### src/rtl/gctr13_pkg.sv
package gctr13_pkg;

    localparam int BYTE_W   = 8;
    localparam int ADDR_W   = 2;
    localparam int FLAG_BIT = 7;

    typedef enum logic [ADDR_W-1:0] {
        REG_LO  = 2'd0,
        REG_HI  = 2'd1,
        REG_CTL = 2'd2,
        REG_RSV = 2'd3
    } reg_sel_e;

    // Control fields, run at bit 0 up to irq_en at bit 5.
    typedef struct packed {
        logic irq_en;
        logic gate_pol;
        logic fast_clk;
        logic ext_sel;
        logic gate_en;
        logic run;
    } ctl_t;

    localparam int CTL_W = $bits(ctl_t);

    // Pick the count pulse for this cycle from the three sources.
    function automatic logic tick_select(ctl_t c, logic fall, logic presc);
        logic t;
        if (c.ext_sel) begin
            t = fall;
        end else if (c.fast_clk) begin
            t = 1'b1;
        end else begin
            t = presc;
        end
        return t;
    endfunction

    // Run qualified by the optional hardware gate.
    function automatic logic count_enable(ctl_t c, logic gate_lvl);
        return c.run && (!c.gate_en || (gate_lvl == c.gate_pol));
    endfunction

endpackage

### src/rtl/gctr13_sync.sv
module gctr13_sync #(
    parameter int   STAGES  = 2,
    parameter logic RST_VAL = 1'b0
) (
    input  logic clk,
    input  logic rst,
    input  logic d,
    output logic q
);

    logic [STAGES-1:0] chain_q;

    generate
        if (STAGES == 1) begin : g_single
            always_ff @(posedge clk) begin
                if (rst) begin
                    chain_q <= RST_VAL;
                end else begin
                    chain_q <= d;
                end
            end
        end else begin : g_multi
            always_ff @(posedge clk) begin
                if (rst) begin
                    chain_q <= {STAGES{RST_VAL}};
                end else begin
                    chain_q <= {chain_q[STAGES-2:0], d};
                end
            end
        end
    endgenerate

    assign q = chain_q[STAGES-1];

endmodule

### src/rtl/gctr13_inputs.sv
module gctr13_inputs #(
    parameter int SYNC_STAGES = 2
) (
    input  logic clk,
    input  logic rst,
    input  logic cnt_pin,
    input  logic gate_pin,
    output logic fall_pulse,
    output logic gate_lvl
);

    logic cnt_s;
    logic cnt_prev_q;

    gctr13_sync #(.STAGES(SYNC_STAGES), .RST_VAL(1'b0)) u_cnt_sync (
        .clk (clk),
        .rst (rst),
        .d   (cnt_pin),
        .q   (cnt_s)
    );

    gctr13_sync #(.STAGES(SYNC_STAGES), .RST_VAL(1'b0)) u_gate_sync (
        .clk (clk),
        .rst (rst),
        .d   (gate_pin),
        .q   (gate_lvl)
    );

    always_ff @(posedge clk) begin
        if (rst) begin
            cnt_prev_q <= 1'b0;
        end else begin
            cnt_prev_q <= cnt_s;
        end
    end

    assign fall_pulse = cnt_prev_q & ~cnt_s;

    AST_FALL_ONE_CYCLE: assert property (@(posedge clk) disable iff (rst)
        fall_pulse |=> !fall_pulse);

endmodule

### src/rtl/gctr13_regs.sv
module gctr13_regs
    import gctr13_pkg::*;
#(
    parameter int CNT_W = 13,
    parameter int LO_W  = 5
) (
    input  logic              clk,
    input  logic              rst,
    input  logic              wr_en,
    input  logic [ADDR_W-1:0] wr_addr,
    input  logic [BYTE_W-1:0] wr_data,
    input  logic [ADDR_W-1:0] rd_addr,
    input  logic [CNT_W-1:0]  cnt_val,
    input  logic              flag,
    output ctl_t              ctl,
    output logic              wr_lo,
    output logic              wr_hi,
    output logic              flag_clr,
    output logic [BYTE_W-1:0] rd_data
);

    localparam int HI_W = CNT_W - LO_W;

    reg_sel_e wsel;
    reg_sel_e rsel;
    logic     wr_ctl;
    ctl_t     ctl_q;
    logic     unused_wr_bits;

    assign wsel     = reg_sel_e'(wr_addr);
    assign rsel     = reg_sel_e'(rd_addr);
    assign wr_lo    = wr_en && (wsel == REG_LO);
    assign wr_hi    = wr_en && (wsel == REG_HI);
    assign wr_ctl   = wr_en && (wsel == REG_CTL);
    assign flag_clr = wr_ctl && !wr_data[FLAG_BIT];

    assign unused_wr_bits = ^wr_data[FLAG_BIT-1:CTL_W];

    always_ff @(posedge clk) begin
        if (rst) begin
            ctl_q <= '0;
        end else if (wr_ctl) begin
            ctl_q <= ctl_t'(wr_data[CTL_W-1:0]);
        end
    end

    always_comb begin
        rd_data = '0;
        unique case (rsel)
            REG_LO:  rd_data[LO_W-1:0] = cnt_val[LO_W-1:0];
            REG_HI:  rd_data[HI_W-1:0] = cnt_val[CNT_W-1:LO_W];
            REG_CTL: begin
                rd_data[CTL_W-1:0] = ctl_q;
                rd_data[FLAG_BIT]  = flag;
            end
            REG_RSV: rd_data = '0;
            default: rd_data = '0;
        endcase
    end

    assign ctl = ctl_q;

    AST_CTL_READBACK: assert property (@(posedge clk) disable iff (rst)
        wr_ctl |=> (ctl_q == $past(wr_data[CTL_W-1:0])));

endmodule

### src/rtl/gctr13_core.sv
module gctr13_core
    import gctr13_pkg::*;
#(
    parameter int CNT_W = 13,
    parameter int LO_W  = 5
) (
    input  logic              clk,
    input  logic              rst,
    input  ctl_t              ctl,
    input  logic              fall_pulse,
    input  logic              gate_lvl,
    input  logic              presc_tick,
    input  logic              wr_lo,
    input  logic              wr_hi,
    input  logic [BYTE_W-1:0] wr_data,
    input  logic              flag_clr,
    output logic [CNT_W-1:0]  cnt_val,
    output logic              flag
);

    localparam int               HI_W    = CNT_W - LO_W;
    localparam logic [CNT_W-1:0] CNT_MAX = '1;

    logic [CNT_W-1:0] cnt_q;
    logic             flag_q;
    logic             adv;
    logic             wr_any;
    logic             wrap;

    assign adv    = count_enable(ctl, gate_lvl) && tick_select(ctl, fall_pulse, presc_tick);
    assign wr_any = wr_lo || wr_hi;
    assign wrap   = adv && !wr_any && (cnt_q == CNT_MAX);

    always_ff @(posedge clk) begin
        if (rst) begin
            cnt_q  <= '0;
            flag_q <= 1'b0;
        end else begin
            if (wr_any) begin
                if (wr_lo) begin
                    cnt_q[LO_W-1:0] <= wr_data[LO_W-1:0];
                end
                if (wr_hi) begin
                    cnt_q[CNT_W-1:LO_W] <= wr_data[HI_W-1:0];
                end
            end else if (adv) begin
                cnt_q <= cnt_q + 1'b1;
            end
            if (wrap) begin
                flag_q <= 1'b1;
            end else if (flag_clr) begin
                flag_q <= 1'b0;
            end
        end
    end

    assign cnt_val = cnt_q;
    assign flag    = flag_q;

    AST_FLAG_ON_WRAP: assert property (@(posedge clk) disable iff (rst)
        (!wr_any && adv && cnt_q == CNT_MAX) |=> (flag_q && cnt_q == '0));
    AST_STEP_BY_ONE: assert property (@(posedge clk) disable iff (rst)
        !wr_any |=> (cnt_q == $past(cnt_q) || cnt_q == $past(cnt_q) + 1'b1));
    AST_HOLD_STOPPED: assert property (@(posedge clk) disable iff (rst)
        (!ctl.run && !wr_any) |=> $stable(cnt_q));
    AST_GATE_BLOCKS: assert property (@(posedge clk) disable iff (rst)
        (ctl.gate_en && gate_lvl != ctl.gate_pol && !wr_any) |=> $stable(cnt_q));
    AST_FLAG_STICKY: assert property (@(posedge clk) disable iff (rst)
        (flag_q && !flag_clr) |=> flag_q);
    AST_HI_WRITE_WINS: assert property (@(posedge clk) disable iff (rst)
        wr_hi |=> (cnt_q[CNT_W-1:LO_W] == $past(wr_data[HI_W-1:0])));

endmodule

### src/rtl/gated_ctr13.sv
module gated_ctr13
    import gctr13_pkg::*;
#(
    parameter int CNT_W       = 13,
    parameter int LO_W        = 5,
    parameter int SYNC_STAGES = 2
) (
    input  logic              clk,
    input  logic              rst,
    input  logic              wr_en,
    input  logic [ADDR_W-1:0] wr_addr,
    input  logic [BYTE_W-1:0] wr_data,
    input  logic [ADDR_W-1:0] rd_addr,
    output logic [BYTE_W-1:0] rd_data,
    input  logic              ext_cnt_in,
    input  logic              ext_gate_in,
    input  logic              presc_tick,
    output logic              ovf_flag,
    output logic              irq
);

    ctl_t             ctl;
    logic             fall_pulse;
    logic             gate_lvl;
    logic             wr_lo;
    logic             wr_hi;
    logic             flag_clr;
    logic [CNT_W-1:0] cnt_val;
    logic             flag;

    gctr13_inputs #(.SYNC_STAGES(SYNC_STAGES)) u_inputs (
        .clk        (clk),
        .rst        (rst),
        .cnt_pin    (ext_cnt_in),
        .gate_pin   (ext_gate_in),
        .fall_pulse (fall_pulse),
        .gate_lvl   (gate_lvl)
    );

    gctr13_regs #(.CNT_W(CNT_W), .LO_W(LO_W)) u_regs (
        .clk      (clk),
        .rst      (rst),
        .wr_en    (wr_en),
        .wr_addr  (wr_addr),
        .wr_data  (wr_data),
        .rd_addr  (rd_addr),
        .cnt_val  (cnt_val),
        .flag     (flag),
        .ctl      (ctl),
        .wr_lo    (wr_lo),
        .wr_hi    (wr_hi),
        .flag_clr (flag_clr),
        .rd_data  (rd_data)
    );

    gctr13_core #(.CNT_W(CNT_W), .LO_W(LO_W)) u_core (
        .clk        (clk),
        .rst        (rst),
        .ctl        (ctl),
        .fall_pulse (fall_pulse),
        .gate_lvl   (gate_lvl),
        .presc_tick (presc_tick),
        .wr_lo      (wr_lo),
        .wr_hi      (wr_hi),
        .wr_data    (wr_data),
        .flag_clr   (flag_clr),
        .cnt_val    (cnt_val),
        .flag       (flag)
    );

    assign ovf_flag = flag;
    assign irq      = flag && ctl.irq_en;

    AST_IRQ_MASKED: assert property (@(posedge clk) disable iff (rst)
        (wr_en && wr_addr == REG_CTL && !wr_data[5]) |=> !irq);

endmodule

### config.mk
export PLATFORM = sky130hd
export DESIGN_NAME = gated_ctr13
export DESIGN_NICKNAME = d
export VERILOG_FILES = /design/src/rtl/gctr13_pkg.sv /design/src/rtl/gctr13_sync.sv /design/src/rtl/gctr13_inputs.sv /design/src/rtl/gctr13_regs.sv /design/src/rtl/gctr13_core.sv /design/src/rtl/gated_ctr13.sv
export SDC_FILE = /design/constraint.sdc
export NUM_CORES = 1
export LEC_CHECK = 0
export BUFFER_PORTS_ARGS = -buffer_cell sky130_fd_sc_hd__buf_2
export CORE_MARGIN = 3
export CORE_UTILIZATION = 45
export DETAILED_ROUTE_END_ITERATION = 6
export GPL_TIMING_DRIVEN = 0
export PLACE_DENSITY = 0.67
export SLEW_MARGIN = 15
export SYNTH_ARGS = -nofsm -noshare
export SYNTH_HDL_FRONTEND = slang
export SYNTH_SLANG_ARGS = --single-unit
### constraint.sdc
create_clock -name clk -period 2.45 [get_ports clk]
set_input_delay 0.245 -clock clk [delete_from_list [all_inputs] [get_ports clk]]
set_output_delay 0.245 -clock clk [all_outputs]
set_load 0.005 [all_outputs]
==> impl_metrics.tcl <==
set metrics [dict create \
    status "completed" \
    nNetsFinal 237 \
    clock-root-buffer "clkbuf_4" \
    required_ns 2.66 \
    critPathLaunchType "flop" \
    synth.top_cell.area_share_pct 33.76 \
    synth_edf_count 0 \
    clockPowerShare_pct 25.9 \
    fp.dieH_um 63.40 \
    area_delta_synth_final_pct 14.26 \
    numCtsBuffers 3 \
    postLayoutSetupSlackWorst_ns 0.6846 \
    cts.clk_slew.worst_paths_ns 0.14 \
    antenna_left 0 \
    finalHoldViolations 0 \
    tns_ns 0 \
    start_util_pct 47.78 \
    io_buffers 26 \
    grt_first_pass_wirelength_mm 6.603 \
    grtUsageMet3_pct 2.496 \
    nFillCells 320 \
    end_kind "flop" \
    critPathMaxFanout 6 \
    switching_power_uw 206.2 \
    pwr-share-comb_pct 15.8 \
    drt-total-wl_mm 3.949 \
    drc 0 \
    yosysTopAreaCell "dfxtp_1" \
    fp.dieW_um 63.40 \
    grt_overflow 0 \
    num_rows 20 \
    antenna_cells 0 \
    firstDrtPassIters 4 \
    clock-sinks 25 \
    cap_violations 0 \
    grt_max_degree 14 \
    slew_viol_final 0 \
    p_int_uw 528.3 \
    synth_flop_cell "dfxtp_1" \
    gr-usage-met1_pct 26.45 \
    hold_path_class "in2reg" \
    post-route-period-util_pct 72.06 \
    syn_area_per_cell_sq_um 8.058 \
    place.detailed.hpwl_mm 2.941 \
    place.gp.congestion 0.8134 \
    vias 1492 \
    vdd_drop_max_mv 0.2259 \
    drt-vias-per-instance 5.783 \
    design.die.area_sq_um 4020 \
    setup.worst_path.start "u_core.cnt_val[0]$_SDFFE_PP0P_" \
    min_from "ext_cnt_in" \
    cts_tree "yes" \
    p_per_area_nw_per_um2 433.5 \
    worstPathArrival_ns 1.98 \
    finalCriticalPeriod_ns 1.765 \
    yosysWarnings 0 \
    final_common_cell "buf_2" \
    busiest_layer "met2" \
    wire_per_inst_um 15.31 \
    hold_buffers 0 \
    leakage_uw 0.0006962 \
    synth_area_sq_um 1483 \
    cts_setup_buffers 0 \
    core_area_sq_um 3103 \
    synthCells 184 \
    synth_fp_nets 206 \
    drive_above_1_share_pct 18.22 \
    worstMarginPinSlew_ns 0.6258 \
    drt_iter0_markers 80 \
    yosysSeqAreaShare_pct 33.76 \
    layout_common_cells "29 x buf_2, 25 x nor2_1, 25 x dfxtp_1, 16 x a21oi_1, 15 x o21ai_0" \
    cts_resized 0 \
    seqPwrFrac_pct 58.4 \
    ioPinCount 28 \
    rsz0062_at_grt "no" \
    insertion_delay_ns 0.32 \
    yosys-top-cells-area "dfxtp_1 34%, nor2_1 6.3%, a21oi_1 5.4%, o21ai_0 5.1%, mux2i_1 4.7%" \
    h-tree-depth 1 \
    ys_types 41 \
    crit_type "reg2reg" \
    finalSetupViolCount 0 \
    antenna_found_initial 0 \
    synth-seq-cells 25 \
    rr_startpoint "u_core.cnt_val[0]$_SDFFE_PP0P_" \
    grt_usage_pct 20.25 \
    synthArstFlopShare_pct 0 \
    slew_headroom_pct 58.12 \
    grt_pass1_vias 1382 \
    dp_worst_setup_slack_ns 0.7107 \
    swShare_pct 28.07 \
    use_met2_pct 34.81 \
    clock.fmax_ghz 0.5665 \
    clockBufferDepth 2 \
    fin_skew_ns 0.007401 \
]
[cells by family after synthesis]
family                   share of synthesized area [%]
multiplexers                                     4.726
AO/OA/AOI/OAI                                    28.02
buffers and inverters                            4.810
flip-flops                                       33.76
adder cells (fa/ha/maj)                          3.376
XOR/XNOR                                        0.5908
AND/OR/NAND/NOR                                  24.73
[synthesized netlist by cell type (2+ instances only)]
master     n
a21o_1     2
a21oi_1   16
a22o_1     4
a22oi_1    7
a31oi_1    2
and2_1     5
and3_1     3
and4_1     3
buf_2      3
clkbuf_1   6
dfxtp_1   25
ha_1       4
inv_1      6
mux2i_1    7
nand2_1    9
nand2b_1   2
nand3_1    4
nand4_1    3
nor2_1    25
nor2b_1    8
nor3_1     5
o21ai_0   15
o32ai_1    2
[power groups by stage]
| stage | logic, uW | registers [uW] | clock network [uW] |
|---|---|---|---|
| after floorplan | 74.5 | 434 | 0 |
| after global placement | 111 | 437 | 0 |
| after detailed placement | 116 | 437 | 0 |
| after CTS | 116 | 428 | 191 |
| after global routing | 130 | 430 | 209 |
| final | 116 | 429 | 190 |
[registers in the layout, indices dropped and copies added, names as in the netlist]
register	count
u_inputs.u_gate_sync.chain_q	2
u_regs.ctl	6
u_inputs.u_cnt_sync.chain_q	2
u_core.cnt_val	13
u_core.flag	1
u_inputs.cnt_prev_q	1
[path summary, 6_finish.rpt]
kind | end | slack, ns | cells after the start
setup / recovery | u_core.cnt_val[12]$_SDFFE_PP0P_ | 0.68 | 6
setup reg to reg | u_core.cnt_val[12]$_SDFFE_PP0P_ | 0.68 | 6
hold reg to reg | u_inputs.u_gate_sync.chain_q[1]$_SDFF_PP0_ | 0.45 | 1
hold / removal | u_inputs.u_cnt_sync.chain_q[0]$_SDFF_PP0_ | 0.13 | 2
[critical path, cell delays in order, from the launching register on]
cell and delay, ns:
dfxtp_1 0.49, ha_1 0.26, and4_1 0.33, and4_1 0.27, nor2_1 0.05, o21ai_0 0.17, a21oi_1 0.09
[per-stage QoR]
step	utilization (%)	power (uW)	instance area (sq um)	hold WS, ns	instances
final	54.60	734.5	1694	0.1286	258
after CTS	54.60	735.0	1694	0.1331	258
after global placement	53.75	548.5	1668	0.4170	254
after global routing	54.60	768.8	1694	0.1612	258
after floorplan	-	509.0	1483	0.3732	184
after detailed placement	53.75	552.9	1668	0.4301	254
[metal layers]
| metal | up-vias | share of wire, % |
|---|---|---|
| met5 | - | 0 |
| met4 | 0 | 1.4 |
| met3 | 7 | 5.9 |
| met2 | 58 | 50 |
| met1 | 697 | 42 |
| li1 | 730 | - |
[area by class of cell]
| type | count | area, sq um | area share [%] |
|---|---|---|---|
| plain buffers | 10 | 48.80 | 2.880 |
| well taps | 44 | 55.05 | 3.250 |
| clock buffers | 4 | 26.28 | 1.551 |
| inverters | 6 | 22.52 | 1.329 |
| repair buffers | 26 | 130.1 | 7.681 |
| multi-input cells | 143 | 910.9 | 53.77 |
| flip-flops and latches | 25 | 500.5 | 29.54 |
Note: power is estimated with default switching activity, not from simulation.
